## config.mk

```make
export PLATFORM = sky130hd
export DESIGN_NAME = bus_write_seq
export DESIGN_NICKNAME = d
export VERILOG_FILES = /design/src/rtl/bwseq_pkg.sv /design/src/rtl/bwseq_fsm.sv /design/src/rtl/bwseq_req_hold.sv /design/src/rtl/bwseq_drive.sv /design/src/rtl/bus_write_seq.sv
export SDC_FILE = /design/constraint.sdc
export NUM_CORES = 1
export LEC_CHECK = 0
export BUFFER_PORTS_ARGS = -buffer_cell sky130_fd_sc_hd__buf_2
export CAP_MARGIN = 20
export CELL_PAD_IN_SITES_DETAIL_PLACEMENT = 2
export CELL_PAD_IN_SITES_GLOBAL_PLACEMENT = 2
export CORE_ASPECT_RATIO = 0.5
export CORE_UTILIZATION = 29
export CTS_CLUSTER_SIZE = 20
export DETAILED_ROUTE_END_ITERATION = 8
export GPL_TIMING_DRIVEN = 1
export PLACE_DENSITY = 0.79
export SYNTH_ARGS = -nofsm -noshare
export SYNTH_HDL_FRONTEND = slang
export SYNTH_SLANG_ARGS = --single-unit
```

## constraint.sdc

```tcl
create_clock -name clk -period 1.7 [get_ports clk]
set_input_delay 0.34 -clock clk [delete_from_list [all_inputs] [get_ports clk]]
set_output_delay 0.34 -clock clk [all_outputs]
set_load 0.01 [all_outputs]
```

## src/rtl/bwseq_pkg.sv

```systemverilog
package bwseq_pkg;

    typedef enum logic [2:0] {
        CS_IDLE = 3'd0,
        CS_T1   = 3'd1,
        CS_T2   = 3'd2,
        CS_TW   = 3'd3,
        CS_T3   = 3'd4
    } cyc_state_e;

    typedef struct packed {
        logic io_m;
        logic st1;
        logic st0;
    } cyc_status_t;

    localparam cyc_status_t STATUS_NONE = '{io_m: 1'b0, st1: 1'b0, st0: 1'b0};

    function automatic cyc_status_t write_status(input logic is_io);
        cyc_status_t s;
        s.io_m = is_io;
        s.st1  = 1'b0;
        s.st0  = 1'b1;
        return s;
    endfunction

    function automatic logic in_cycle(input cyc_state_e s);
        return s != CS_IDLE;
    endfunction

endpackage

```

## src/rtl/bwseq_fsm.sv

```systemverilog
module bwseq_fsm
    import bwseq_pkg::*;
(
    input  logic       clk,
    input  logic       rst,
    input  logic       req_valid,
    input  logic       ready,
    output cyc_state_e state,
    output logic       accept
);

    cyc_state_e state_q, state_d;

    always_comb accept = req_valid && (state_q == CS_IDLE);

    always_comb begin
        state_d = state_q;
        case (state_q)
            CS_IDLE: if (req_valid) state_d = CS_T1;
            CS_T1:   state_d = CS_T2;
            CS_T2,
            CS_TW:   state_d = ready ? CS_T3 : CS_TW;
            CS_T3:   state_d = CS_IDLE;
            default: state_d = CS_IDLE;
        endcase
    end

    always_ff @(posedge clk) begin
        if (rst) state_q <= CS_IDLE;
        else     state_q <= state_d;
    end

    assign state = state_q;

    assert_start_R2: assert property (@(posedge clk) disable iff (rst)
        (state_q == CS_IDLE && req_valid) |=> (state_q == CS_T1));

    assert_t1_to_t2_R8: assert property (@(posedge clk) disable iff (rst)
        (state_q == CS_T1) |=> (state_q == CS_T2));

    assert_stretch_R8: assert property (@(posedge clk) disable iff (rst)
        ((state_q == CS_T2 || state_q == CS_TW) && !ready) |=> (state_q == CS_TW));

    assert_finish_R8: assert property (@(posedge clk) disable iff (rst)
        ((state_q == CS_T2 || state_q == CS_TW) && ready) |=> (state_q == CS_T3));

    assert_t3_end_R9: assert property (@(posedge clk) disable iff (rst)
        (state_q == CS_T3) |=> (state_q == CS_IDLE));

endmodule

```

## src/rtl/bwseq_req_hold.sv

```systemverilog
module bwseq_req_hold #(
    parameter int ADDR_W = 16,
    parameter int BUS_W  = 8
) (
    input  logic              clk,
    input  logic              rst,
    input  logic              accept,
    input  logic [ADDR_W-1:0] in_addr,
    input  logic [BUS_W-1:0]  in_data,
    input  logic              in_io,
    output logic [ADDR_W-1:0] addr,
    output logic [BUS_W-1:0]  data,
    output logic              is_io
);

    always_ff @(posedge clk) begin
        if (rst) begin
            addr  <= '0;
            data  <= '0;
            is_io <= 1'b0;
        end else if (accept) begin
            addr  <= in_addr;
            data  <= in_data;
            is_io <= in_io;
        end
    end

    assert_hold_R2: assert property (@(posedge clk) disable iff (rst)
        !accept |=> ($stable(addr) && $stable(data) && $stable(is_io)));

endmodule

```

## src/rtl/bwseq_drive.sv

```systemverilog
module bwseq_drive
    import bwseq_pkg::*;
#(
    parameter int ADDR_W = 16,
    parameter int BUS_W  = 8
) (
    input  logic              clk,
    input  logic              rst,
    input  cyc_state_e        state,
    input  logic [ADDR_W-1:0] addr,
    input  logic [BUS_W-1:0]  data,
    input  logic              is_io,
    output logic              ale,
    output logic [BUS_W-1:0]  ad_out,
    output logic              ad_oe,
    output logic [ADDR_W-BUS_W-1:0] a_hi,
    output logic              a_hi_oe,
    output logic              wr_n,
    output cyc_status_t       status,
    output logic              done
);

    localparam int HI_W = ADDR_W - BUS_W;

    logic [HI_W-1:0] hi_part;

    generate
        if (HI_W > 0) begin : g_hi
            assign hi_part = addr[ADDR_W-1:BUS_W];
        end else begin : g_nohi
            assign hi_part = '0;
        end
    endgenerate

    always_comb begin
        ale     = 1'b0;
        ad_out  = '0;
        ad_oe   = 1'b0;
        a_hi    = '0;
        a_hi_oe = 1'b0;
        wr_n    = 1'b1;
        done    = 1'b0;
        status  = STATUS_NONE;
        if (in_cycle(state)) begin
            a_hi    = hi_part;
            a_hi_oe = 1'b1;
            ad_oe   = 1'b1;
            status  = write_status(is_io);
        end
        case (state)
            CS_T1: begin
                ale    = 1'b1;
                ad_out = addr[BUS_W-1:0];
            end
            CS_T2, CS_TW: begin
                ad_out = data;
                wr_n   = 1'b0;
            end
            CS_T3: begin
                ad_out = data;
                done   = 1'b1;
            end
            default: ;
        endcase
    end

    assert_strobe_driven_R7: assert property (@(posedge clk) disable iff (rst)
        !wr_n |-> (ad_oe && a_hi_oe && !ale));

    assert_ale_then_strobe_R3: assert property (@(posedge clk) disable iff (rst)
        ale |=> (!ale && !wr_n));

    assert_data_steady_R4: assert property (@(posedge clk) disable iff (rst)
        (ad_oe && !ale && $past(ad_oe) && !$past(ale)) |-> $stable(ad_out));

    assert_status_steady_R6: assert property (@(posedge clk) disable iff (rst)
        (a_hi_oe && $past(a_hi_oe)) |-> ($stable(status) && $stable(a_hi)));

    assert_done_release_R9: assert property (@(posedge clk) disable iff (rst)
        done |=> (!ad_oe && !a_hi_oe && !done));

endmodule

```

## src/rtl/bus_write_seq.sv

```systemverilog
module bus_write_seq
    import bwseq_pkg::*;
#(
    parameter int ADDR_W = 16,
    parameter int BUS_W  = 8
) (
    input  logic                    clk,
    input  logic                    rst,
    input  logic                    req_valid,
    input  logic [ADDR_W-1:0]       req_addr,
    input  logic [BUS_W-1:0]        req_data,
    input  logic                    req_io,
    input  logic                    ready,
    output logic                    ale,
    output logic [BUS_W-1:0]        ad_out,
    output logic                    ad_oe,
    output logic [ADDR_W-BUS_W-1:0] a_hi,
    output logic                    a_hi_oe,
    output logic                    wr_n,
    output logic                    io_m,
    output logic                    st1,
    output logic                    st0,
    output logic                    done
);

    cyc_state_e        state;
    logic              accept;
    logic [ADDR_W-1:0] h_addr;
    logic [BUS_W-1:0]  h_data;
    logic              h_io;
    cyc_status_t       status;

    bwseq_fsm u_fsm (
        .clk       (clk),
        .rst       (rst),
        .req_valid (req_valid),
        .ready     (ready),
        .state     (state),
        .accept    (accept)
    );

    bwseq_req_hold #(.ADDR_W(ADDR_W), .BUS_W(BUS_W)) u_hold (
        .clk     (clk),
        .rst     (rst),
        .accept  (accept),
        .in_addr (req_addr),
        .in_data (req_data),
        .in_io   (req_io),
        .addr    (h_addr),
        .data    (h_data),
        .is_io   (h_io)
    );

    bwseq_drive #(.ADDR_W(ADDR_W), .BUS_W(BUS_W)) u_drive (
        .clk     (clk),
        .rst     (rst),
        .state   (state),
        .addr    (h_addr),
        .data    (h_data),
        .is_io   (h_io),
        .ale     (ale),
        .ad_out  (ad_out),
        .ad_oe   (ad_oe),
        .a_hi    (a_hi),
        .a_hi_oe (a_hi_oe),
        .wr_n    (wr_n),
        .status  (status),
        .done    (done)
    );

    assign io_m = status.io_m;
    assign st1  = status.st1;
    assign st0  = status.st0;

    assert_write_status_R6: assert property (@(posedge clk) disable iff (rst)
        ad_oe |-> (!st1 && st0));

    assert_idle_quiet_R1: assert property (@(posedge clk) disable iff (rst)
        !a_hi_oe |-> (!ad_oe && !ale && wr_n && !done && !st0));

endmodule

```

[Word-level counts from Yosys, hierarchy flattened]
Cells that the tools add are included.
Word-level totals
  register bits after elaboration: 28
  input bits: 29
  output and inout bits: 24
  logic and storage cells: 24
Cells by class
  equality and inequality tests: 5
  mux-type cells: 10
  reductions and logical operators: 5
Operators by type and width (count)
  $pmux W8 S2: 1
  $mux W3: 3
  $pmux W3 S3: 1
  $mux W8: 1
  $eq A3 B2 Y1 const B: 2
  $mux W1: 4
  $eq A3 B1 Y1 const B: 1
  $eq A3 B3 Y1 const B: 1
  $logic_not A3 Y1: 1
  $reduce_bool A3 Y1: 1
  $reduce_or A3 Y1: 1
  $ne A2 B2 Y1 const B: 1
  $reduce_or A2 Y1: 1
  $logic_and A1 B1 Y1: 1

[Logic depth before layout (Yosys ltp)]
Gate-level depths: netlist of run 1.
  depth after elaboration: 3
  mapped depth: 4
  mapped depth without buffers: 2

[Hierarchy]
From an unflattened synthesis of run 1, not the netlist that was laid out.
Unflattened totals
  cells, all modules: 150
  area total of the unflattened synthesis: 1467.7 um2
By module, submodules not included
  bwseq_req_hold: times used 1, cells an instance 81, area each 909.6 um2, seq. area each 500.5 um2
  bwseq_drive: times used 1, cells an instance 58, area each 439.2 um2, seq. area each 0.0 um2
  bwseq_fsm: times used 1, cells an instance 11, area each 118.9 um2, seq. area each 60.1 um2

[Worst setup path after synthesis of run 1]
OpenSTA, ideal clock, no wires.
  path kind: register to output
  from: register u_fsm.state_q[0], in the netlist u_fsm.state[0]
  to: output port a_hi[0]
  data arrival time: 1.093 ns
  data required time: 1.360 ns
  slack: 0.267 ns
  cell stages (with the launch flop): 4
  buffers on the path: 1
  cells stage by stage: dfxtp_1 -> or3_1 -> clkbuf_1 -> and2_1
Between the ends
  word-level cells in the longest chain between the ends: 2
Ends and longest elaborated chain
  from (decl): RTL line bwseq_fsm.sv:12  | cyc_state_e state_q, state_d;
  from (signal assigned): RTL line bwseq_fsm.sv:30  | else state_q <= state_d;
  $reduce_bool A3 Y1: RTL line bwseq_pkg.sv:28  | return s != CS_IDLE;
  $mux W8: RTL line bwseq_drive.sv:44  | if (in_cycle(state)) begin
  to (decl): RTL line bus_write_seq.sv:17  | output logic [ADDR_W-BUS_W-1:0] a_hi,
No other way between the ends.

[Worst setup path after layout of run 1]
  from: register u_fsm.state_q[1], in the netlist u_fsm.state[1]
  to: output port a_hi[0]
The elaborated chain is that of the path after synthesis.

==> results of run 1 <==
[timing repair]
item / 4_1_cts / 5_1_grt
pin swaps: 3 / 10
setup endpoints to repair: 20 / 17
gates cloned: 1 / 0
buffers inserted: 0 / 1
resized for setup: 11 / 14
[metal layers]
| metal | part of all wire (%) | routed length (um) |
|---|---|---|
| met1 | 47 | 2130 |
| met2 | 48 | 2170 |
| met3 | 4.7 | 216 |
| met4 | 0.92 | 42 |
| met5 | 0 | 0 |
[cell usage after synthesis, types with 2 or more instances]
master / number / area, sq um
sky130_fd_sc_hd__nand2b_1: 50 / 313
sky130_fd_sc_hd__dfxtp_1: 28 / 561
sky130_fd_sc_hd__mux2i_1: 25 / 250
sky130_fd_sc_hd__nand2_1: 10 / 37.5
sky130_fd_sc_hd__and2_1: 9 / 56.3
sky130_fd_sc_hd__clkbuf_1: 9 / 33.8
sky130_fd_sc_hd__nand3b_1: 8 / 60.1
sky130_fd_sc_hd__nand4bb_1: 8 / 90.1
sky130_fd_sc_hd__o211ai_1: 8 / 60.1
sky130_fd_sc_hd__buf_2: 4 / 20.0
sky130_fd_sc_hd__buf_4: 3 / 22.5
sky130_fd_sc_hd__buf_12: 2 / 40.0
sky130_fd_sc_hd__nor2_1: 2 / 7.51
sky130_fd_sc_hd__nor3b_1: 2 / 15.0
[registers in the layout (all words and copies together), names as in the netlist]
register / count
u_fsm.state: 3
u_hold.addr: 16
u_hold.data: 8
u_hold.is_io: 1
[through the flow]
| step | TNS, ns | utilization (%) |
|---|---|---|
| after floorplan | 0 | - |
| after CTS | -0.0162 | 39.9 |
| after detailed placement | 0 | 37.1 |
| final | -0.00377 | 41.1 |
| after global routing | -0.176 | 41.1 |
| after global placement | 0 | 37.1 |
[report_power, final]
part	switching, mW	total (mW)	internal (mW)
Clock	0.243	0.713	0.470
Sequential	0.0428	0.757	0.714
Combinational	0.205	0.421	0.216
Total	0.491	1.89	1.40
[tightest hold or removal path, stage by stage]
cell and delay, ns:
sky130_fd_sc_hd__buf_2 0.09, sky130_fd_sc_hd__nand2b_1 0.05, sky130_fd_sc_hd__mux2i_1 0.06
[worst paths after layout]
check	startpoint	endpoint	slack, ns	depth (start not counted)
max reg2reg	u_fsm.state[1]	u_hold.data[6]	0.22	4
min	req_addr[9]	u_hold.addr[9]	0.32	3
min reg2reg	u_hold.addr[10]	u_hold.addr[10]	0.47	2
max	u_fsm.state[1]	a_hi[0]	-0.004	3
[cell type report]
type                       instances  area [sq um]
inverter                           1          3.75
clock inverter                     1          30.0
clock buffer                       3          75.1
fill                             584          3050
multi-input combinational        131           991
sequential                        28           567
timing repair buffer              58           377
tap                               70          87.6
[logic make-up after synthesis]
kind of cell	Yosys count	synth area share [%]
other	1	0.229
AO/OA/AOI/OAI	9	4.13
flip-flops	28	34.2
buffers and inverters	20	8.02
AND/OR/NAND/NOR	95	38.1
multiplexers	25	15.3
==> impl_metrics.prom, run 1 <==
# TYPE chip_impl_metric gauge
chip_impl_info{name="outcome",value="finished with violations"} 1
chip_impl_info{name="failing_checks",value="negative setup slack"} 1
chip_impl_metric{name="cp_slowest_stage_delay",unit="ns"} 0.44
chip_impl_info{name="min_path_type",value="input pin to register"} 1
chip_impl_info{name="critical-path-slowest-cell",value="sky130_fd_sc_hd__or3_4"} 1
chip_impl_metric{name="initial_utilization",unit="%"} 31.6
chip_impl_metric{name="clk_transition_reported_paths",unit="ns"} 0.07
chip_impl_info{name="cp-end-kind",value="output port"} 1
chip_impl_metric{name="layout_min_cycle_time",unit="ns"} 1.70
chip_impl_info{name="clock-root-buffer",value="sky130_fd_sc_hd__clkbuf_16"} 1
chip_impl_metric{name="placed_cells_incl_taps",unit=""} 286
chip_impl_metric{name="synth_cells",unit=""} 178
chip_impl_info{name="rsz0062_at_grt",value="yes"} 1
chip_impl_metric{name="clock_tree_buf_depth",unit=""} 2
chip_impl_metric{name="drt_iter0_drc",unit=""} 33
chip_impl_metric{name="max_cap_violations",unit=""} 0
chip_impl_info{name="synthFlopType",value="sky130_fd_sc_hd__dfxtp_1"} 1
chip_impl_metric{name="postLayoutCellArea",unit="sq um"} 2130
chip_impl_metric{name="yosysWarnings",unit=""} 0
chip_impl_info{name="crit_path_launch_type",value="register"} 1
chip_impl_metric{name="top_level_ports",unit=""} 53
chip_impl_metric{name="share_of_async_settable_or_async_resettable_flops_after_synthesis",unit="%"} 0
chip_impl_metric{name="drt-total-wl",unit="um"} 4560
chip_impl_metric{name="powerDensity",unit="nW/um^2"} 887
chip_impl_info{name="tritoncts",value="done"} 1
chip_impl_metric{name="peakVddDrop",unit="mV"} 0.427
chip_impl_metric{name="layout-area-overhead-vs-synth",unit="%"} 30.1
chip_impl_metric{name="final_critical_path_setup_slack",unit="ns"} -0.00377
chip_impl_metric{name="post-dp-hpwl",unit="um"} 3070
chip_impl_metric{name="post_drt_via_cell_ratio",unit=""} 4.72
chip_impl_metric{name="synth.lib_cells_used.distinct",unit=""} 24
chip_impl_metric{name="grt_use_met2",unit="%"} 28.6
chip_impl_metric{name="max_freq",unit="MHz"} 587
chip_impl_info{name="cp_cell_sequence",value="or3_4, and2_4, buf_6"} 1
chip_impl_metric{name="globalRouteMet1Util",unit="%"} 18.9
chip_impl_metric{name="finalHoldViolCount",unit=""} 0
chip_impl_info{name="busiest_layer",value="met2"} 1
chip_impl_metric{name="dieHeight",unit="um"} 55.1
chip_impl_metric{name="critPathArrivalTime",unit="ns"} 1.36
chip_impl_metric{name="post_cts_hold_buffer_count",unit=""} 0
chip_impl_info{name="final_cell_mix",value="50 x sky130_fd_sc_hd__nand2b_1, 45 x sky130_fd_sc_hd__buf_2, 25 x sky130_fd_sc_hd__mux2i_1, 25 x sky130_fd_sc_hd__dfxtp_1, 10 x sky130_fd_sc_hd__nand2_1"} 1
chip_impl_metric{name="mappedNetlistArea",unit="sq um"} 1640
chip_impl_metric{name="layout.cells.non_filler",unit=""} 292
chip_impl_metric{name="synth_enable_flop_cells",unit=""} 0
chip_impl_metric{name="cts_max_level",unit=""} 1
chip_impl_metric{name="postSynthNetCount",unit=""} 207
chip_impl_metric{name="drc",unit=""} 0
chip_impl_metric{name="cts_made_buffers",unit=""} 3
chip_impl_metric{name="yosysSeqAreaShare",unit="%"} 34.2
chip_impl_metric{name="design.core.area",unit="sq um"} 5180
chip_impl_metric{name="postSynthRegisterBits",unit=""} 28
chip_impl_metric{name="nets_final",unit=""} 252
chip_impl_metric{name="layout_worst_path_cycle_share",unit="%"} 100
chip_impl_metric{name="grtUsageMet3",unit="%"} 4.33
chip_impl_metric{name="track_usage",unit="%"} 15.7
chip_impl_metric{name="worst-endpoint-required",unit="ns"} 1.36
chip_impl_metric{name="finalSetupViolations",unit=""} 1
chip_impl_metric{name="antenna_cells_inserted",unit=""} 0
chip_impl_metric{name="avgRoutedWirePerCell",unit="um"} 15.6
chip_impl_metric{name="total_power",unit="mW"} 1.89
chip_impl_metric{name="io_buffer_count",unit=""} 51
chip_impl_metric{name="insertion_delay",unit="ns"} 0.27
chip_impl_metric{name="fp.dieArea",unit="sq um"} 5970
chip_impl_metric{name="firstDrtPassIters",unit=""} 4
chip_impl_metric{name="antenna_found_initial",unit=""} 0
chip_impl_metric{name="globalRouteOverflowTotal",unit=""} 0
chip_impl_metric{name="avgSynthCellArea",unit="sq um"} 9.20
chip_impl_metric{name="finalMaxSlewViolations",unit=""} 0
chip_impl_metric{name="fin_worst_hold_slack",unit="ns"} 0.322
chip_impl_metric{name="dp_slack",unit="ns"} 0.121
chip_impl_metric{name="post_route_cells_drive_above_1_share",unit="%"} 34.2
chip_impl_metric{name="vias_in_the_first_global_route",unit=""} 1361
chip_impl_info{name="cpLargestDelayFamily",value="simple AND/OR/NAND/NOR gates"} 1
chip_impl_metric{name="floorplan.die.width",unit="um"} 108
chip_impl_metric{name="grt_max_degree",unit=""} 30
chip_impl_metric{name="route.antenna.remaining_nets",unit=""} 0
chip_impl_metric{name="dr_total_vias",unit=""} 1378
chip_impl_metric{name="grt_pass1_wl",unit="um"} 6870
chip_impl_metric{name="power.static_leakage",unit="nW"} 0.890
chip_impl_metric{name="gp_congestion",unit=""} 0.686
chip_impl_metric{name="critPathBufInv",unit=""} 1
chip_impl_info{name="criticalPathCategory",value="register to output port"} 1
chip_impl_metric{name="timing.clock.skew",unit="ns"} 0.00205
chip_impl_info{name="final_common_cell",value="sky130_fd_sc_hd__nand2b_1"} 1
chip_impl_metric{name="post_dp_cell_area",unit="sq um"} 1920
chip_impl_metric{name="number_of_rows_in_the_core_area",unit=""} 18
chip_impl_metric{name="path_max_fanout",unit=""} 6
chip_impl_metric{name="number_of_sinks_handled_by_clock_tree_synthesis",unit=""} 28
Note: power is estimated with default switching activity, not from simulation.
==> inputs of run 2 (changes only) <==
--- a/config.mk
+++ b/config.mk
@@ -5,16 +5,17 @@
 export SDC_FILE = /design/constraint.sdc
 export NUM_CORES = 1
 export LEC_CHECK = 0
+export ABC_AREA = 1
 export BUFFER_PORTS_ARGS = -buffer_cell sky130_fd_sc_hd__buf_2
 export CAP_MARGIN = 20
 export CELL_PAD_IN_SITES_DETAIL_PLACEMENT = 2
 export CELL_PAD_IN_SITES_GLOBAL_PLACEMENT = 2
 export CORE_ASPECT_RATIO = 0.5
-export CORE_UTILIZATION = 29
+export CORE_UTILIZATION = 25
 export CTS_CLUSTER_SIZE = 20
 export DETAILED_ROUTE_END_ITERATION = 8
 export GPL_TIMING_DRIVEN = 1
-export PLACE_DENSITY = 0.79
+export PLACE_DENSITY = 0.8
 export SYNTH_ARGS = -nofsm -noshare
 export SYNTH_HDL_FRONTEND = slang
 export SYNTH_SLANG_ARGS = --single-unit
==> run 2 against run 1 <==
The run now ends clean. Clock skew is essentially flat. Maximum frequency grew 3.7%. Global-route usage shrank 0.093 points. Sequential power grew 4.4%. First-iteration DRC count grew 58%. Register-to-register slack lost 0.08 ns. Final cell count grew 37%. Critical path type unchanged. Critical endpoint is now ad_out[1]. Largest cell class unchanged. Largest power group unchanged.
==> impl_metrics.prom, run 2 <==
# TYPE chip_impl_metric gauge
chip_impl_metric{name="largest_register_ffs",unit=""} 16
chip_impl_metric{name="dp_slack",unit="ns"} 0.0207
chip_impl_metric{name="hold_crit_depth",unit=""} 2
chip_impl_info{name="regToRegEndpoint",value="u_hold.addr[3]"} 1
chip_impl_metric{name="placed_cells_incl_taps",unit=""} 395
chip_impl_metric{name="number_of_rows_in_the_core_area",unit=""} 20
chip_impl_info{name="post-synth-top-count-cell",value="sky130_fd_sc_hd__inv_1"} 1
chip_impl_metric{name="cts_made_buffers",unit=""} 3
chip_impl_metric{name="clk_transition_reported_paths",unit="ns"} 0.07
chip_impl_info{name="largest-register",value="u_hold.addr"} 1
chip_impl_metric{name="post_synth_mux_area_share",unit="%"} 0
chip_impl_metric{name="track_usage",unit="%"} 15.6
chip_impl_info{name="combinational_family_with_the_most_area_after_synthesis",value="simple AND/OR/NAND/NOR gates"} 1
chip_impl_info{name="worst_hold_startpoint",value="rst"} 1
chip_impl_metric{name="post_route_cells_drive_above_1_share",unit="%"} 23.7
chip_impl_info{name="timing.hold.worst_endpoint",value="u_fsm.state[1]"} 1
chip_impl_metric{name="globalRouteOverflowTotal",unit=""} 0
chip_impl_metric{name="yosysSeqAreaShare",unit="%"} 35.1
chip_impl_metric{name="finalSetupViolations",unit=""} 0
chip_impl_metric{name="number_of_sinks_handled_by_clock_tree_synthesis",unit=""} 28
chip_impl_metric{name="max_cap_violations",unit=""} 0
chip_impl_info{name="critPathLaunch",value="u_fsm.state[1]"} 1
chip_impl_metric{name="antenna_found_initial",unit=""} 0
chip_impl_metric{name="mappedNetlistArea",unit="sq um"} 1600
chip_impl_metric{name="power.static_leakage",unit="nW"} 1.23
chip_impl_metric{name="synth-adder-area-share",unit="%"} 0
chip_impl_metric{name="post-dp-hpwl",unit="um"} 3590
chip_impl_metric{name="powerDensity",unit="nW/um^2"} 984
chip_impl_info{name="synthFlopType",value="sky130_fd_sc_hd__dfxtp_1"} 1
chip_impl_metric{name="path_max_fanout",unit=""} 9
chip_impl_metric{name="floorplan.die.width",unit="um"} 115
chip_impl_metric{name="max_freq",unit="MHz"} 609
chip_impl_info{name="min_path_type",value="input pin to register"} 1
chip_impl_metric{name="top_level_ports",unit=""} 53
chip_impl_info{name="post_synthesis_cell_type_with_the_largest_combined_area",value="sky130_fd_sc_hd__dfxtp_1"} 1
chip_impl_metric{name="route.antenna.remaining_nets",unit=""} 0
chip_impl_metric{name="design.core.area",unit="sq um"} 6110
chip_impl_metric{name="timing.clock.skew",unit="ns"} 0.00235
chip_impl_metric{name="yosysWarnings",unit=""} 0
chip_impl_metric{name="layout.cells.non_filler",unit=""} 400
chip_impl_metric{name="peakVddDrop",unit="mV"} 0.405
chip_impl_metric{name="gp_congestion",unit=""} 0.720
chip_impl_metric{name="avgSynthCellArea",unit="sq um"} 6.00
chip_impl_metric{name="final_critical_path_setup_slack",unit="ns"} 0.0576
chip_impl_metric{name="postSynthRegisterBits",unit=""} 28
chip_impl_metric{name="dr_total_vias",unit=""} 1730
chip_impl_info{name="tritoncts",value="done"} 1
chip_impl_metric{name="reg2reg_setup_slack",unit="ns"} 0.14
chip_impl_metric{name="synth_cells",unit=""} 266
chip_impl_metric{name="layout_worst_path_cycle_share",unit="%"} 96.6
chip_impl_metric{name="post-synth-top-area-fraction",unit="%"} 35.1
chip_impl_metric{name="layout-area-overhead-vs-synth",unit="%"} 28.2
chip_impl_metric{name="post_dp_cell_area",unit="sq um"} 1900
chip_impl_info{name="final_common_cell",value="sky130_fd_sc_hd__inv_1"} 1
chip_impl_metric{name="synth.lib_cells_used.distinct",unit=""} 17
chip_impl_metric{name="vias_in_the_first_global_route",unit=""} 1797
chip_impl_metric{name="dieHeight",unit="um"} 58.5
chip_impl_metric{name="synthSimpleGateAreaFrac",unit="%"} 35.6
chip_impl_metric{name="io_buffer_count",unit=""} 51
chip_impl_metric{name="post_drt_via_cell_ratio",unit=""} 4.33
chip_impl_metric{name="postLayoutCellArea",unit="sq um"} 2040
chip_impl_metric{name="nets_final",unit=""} 343
chip_impl_metric{name="worst_r2r_path_depth",unit=""} 7
chip_impl_metric{name="grt_pass1_wl",unit="um"} 8160
chip_impl_info{name="criticalPathCategory",value="register to output port"} 1
chip_impl_info{name="final_cell_mix",value="80 x sky130_fd_sc_hd__inv_1, 59 x sky130_fd_sc_hd__nand2_1, 51 x sky130_fd_sc_hd__buf_2"} 1
chip_impl_metric{name="drt-total-wl",unit="um"} 5250
chip_impl_metric{name="postSynthNetCount",unit=""} 295
chip_impl_metric{name="grt_max_degree",unit=""} 26
chip_impl_info{name="clock-root-buffer",value="sky130_fd_sc_hd__clkbuf_16"} 1
chip_impl_metric{name="drt_iter0_drc",unit=""} 52
chip_impl_info{name="yosys-top-cells-area",value="sky130_fd_sc_hd__dfxtp_1 35%, sky130_fd_sc_hd__inv_1 19%, sky130_fd_sc_hd__nand2_1 15%"} 1
chip_impl_metric{name="finalMaxSlewViolations",unit=""} 0
chip_impl_metric{name="layout_min_cycle_time",unit="ns"} 1.64
chip_impl_metric{name="worst-endpoint-required",unit="ns"} 1.36
chip_impl_info{name="cp-end-kind",value="output port"} 1
chip_impl_metric{name="fp.dieArea",unit="sq um"} 6720
chip_impl_metric{name="clock_tree_buf_depth",unit=""} 2
chip_impl_metric{name="firstDrtPassIters",unit=""} 4
chip_impl_metric{name="avgRoutedWirePerCell",unit="um"} 13.1
chip_impl_metric{name="fin_tns_setup",unit="ns"} 0
chip_impl_info{name="synth.cells.most_frequent",value="82 x sky130_fd_sc_hd__inv_1, 63 x sky130_fd_sc_hd__nand2_1, 35 x sky130_fd_sc_hd__nor2_1"} 1
chip_impl_metric{name="synth_enable_flop_cells",unit=""} 0
chip_impl_info{name="crit_path_launch_type",value="register"} 1
chip_impl_metric{name="drc",unit=""} 0
chip_impl_metric{name="insertion_delay",unit="ns"} 0.26
chip_impl_metric{name="finalHoldViolCount",unit=""} 0
chip_impl_info{name="outcome",value="finished, final reports clean"} 1
chip_impl_metric{name="synth-compound-area-share",unit="%"} 3.45
chip_impl_metric{name="share_of_async_settable_or_async_resettable_flops_after_synthesis",unit="%"} 0
chip_impl_metric{name="antenna_cells_inserted",unit=""} 0
chip_impl_metric{name="cts_max_level",unit=""} 1
chip_impl_info{name="rsz0062_at_grt",value="yes"} 1
chip_impl_metric{name="critPathArrivalTime",unit="ns"} 1.30
chip_impl_metric{name="initial_utilization",unit="%"} 26.1
chip_impl_metric{name="post_synth_xor_area_fraction",unit="%"} 0
chip_impl_info{name="crit-reg2reg-launch",value="u_fsm.state[1]"} 1
[run 2: logic make-up (layout without fill, tap and decap cells)]
logic type	count (synthesis)	in the layout
AOI/OAI and AO/OA	11	11
DFF	28	28
other	1	1
buffers and inverters	98	143
and+or+nand+nor	128	129
[run 2: worst max-delay path by stage]
stage,slack (ns),to,cells after the start
4_1_cts,0.004,ad_out[1],6
2_1_floorplan,0.14,ad_out[0],4
3_5_place_dp,0.02,a_hi[3],5
5_1_grt,-0.01,ad_out[5],6
6_report,0.06,ad_out[1],4
3_3_place_gp,0.10,ad_out[5],5
[run 2: repair_timing]
action / CTS / global route
gates resized for setup: 14 / 9
cloned: 0 / 1
pin swaps: 1 / 2
hold buffers: 0 / 0
setup buffers: 1 / 0
setup endpoints to repair: 17 / 40
[run 2: metal layers]
layer  track usage [%]  vias up  wire (um)
met5                 0        -          0
met4              2.04        0         21
met3              2.88        2        141
met2              29.8       25       2600
met1              18.9      839       2490
li1                  -      864          -
[run 2: layout make-up]
cell class                      count  area [sq um]
Clock buffer                        3          75.1
Fill cell                         780          4060
Inverter                           83           322
Multi-Input combinational cell    141           671
Sequential cell                    28           567
Tap cell                           88           110
Timing Repair Buffer               57           300
[run 2: worst max-delay path: stages (launching register included)]
cell and delay, ns:
sky130_fd_sc_hd__dfxtp_4 0.38, sky130_fd_sc_hd__nor3_4 0.23, sky130_fd_sc_hd__inv_4 0.10, sky130_fd_sc_hd__o21ai_1 0.17, sky130_fd_sc_hd__buf_2 0.16
[run 2: metrics by stage]
| stage | power, mW | hold slack, ns | util, % |
|---|---|---|---|
| 5_1_grt | 2.15 | 0.283 | 33.5 |
| 3_3_place_gp | 1.39 | 0.496 | 31.1 |
| 2_1_floorplan | 1.22 | 0.409 | - |
| 4_1_cts | 2.02 | 0.283 | 32.9 |
| 3_5_place_dp | 1.42 | 0.511 | 31.1 |
| 6_report | 2.01 | 0.277 | 33.5 |
[run 2: where the power goes]
group | switching (mW) | internal [mW]
logic | 0.438 | 0.235
registers | 0.0453 | 0.745
clock network | 0.235 | 0.313
total | 0.719 | 1.29
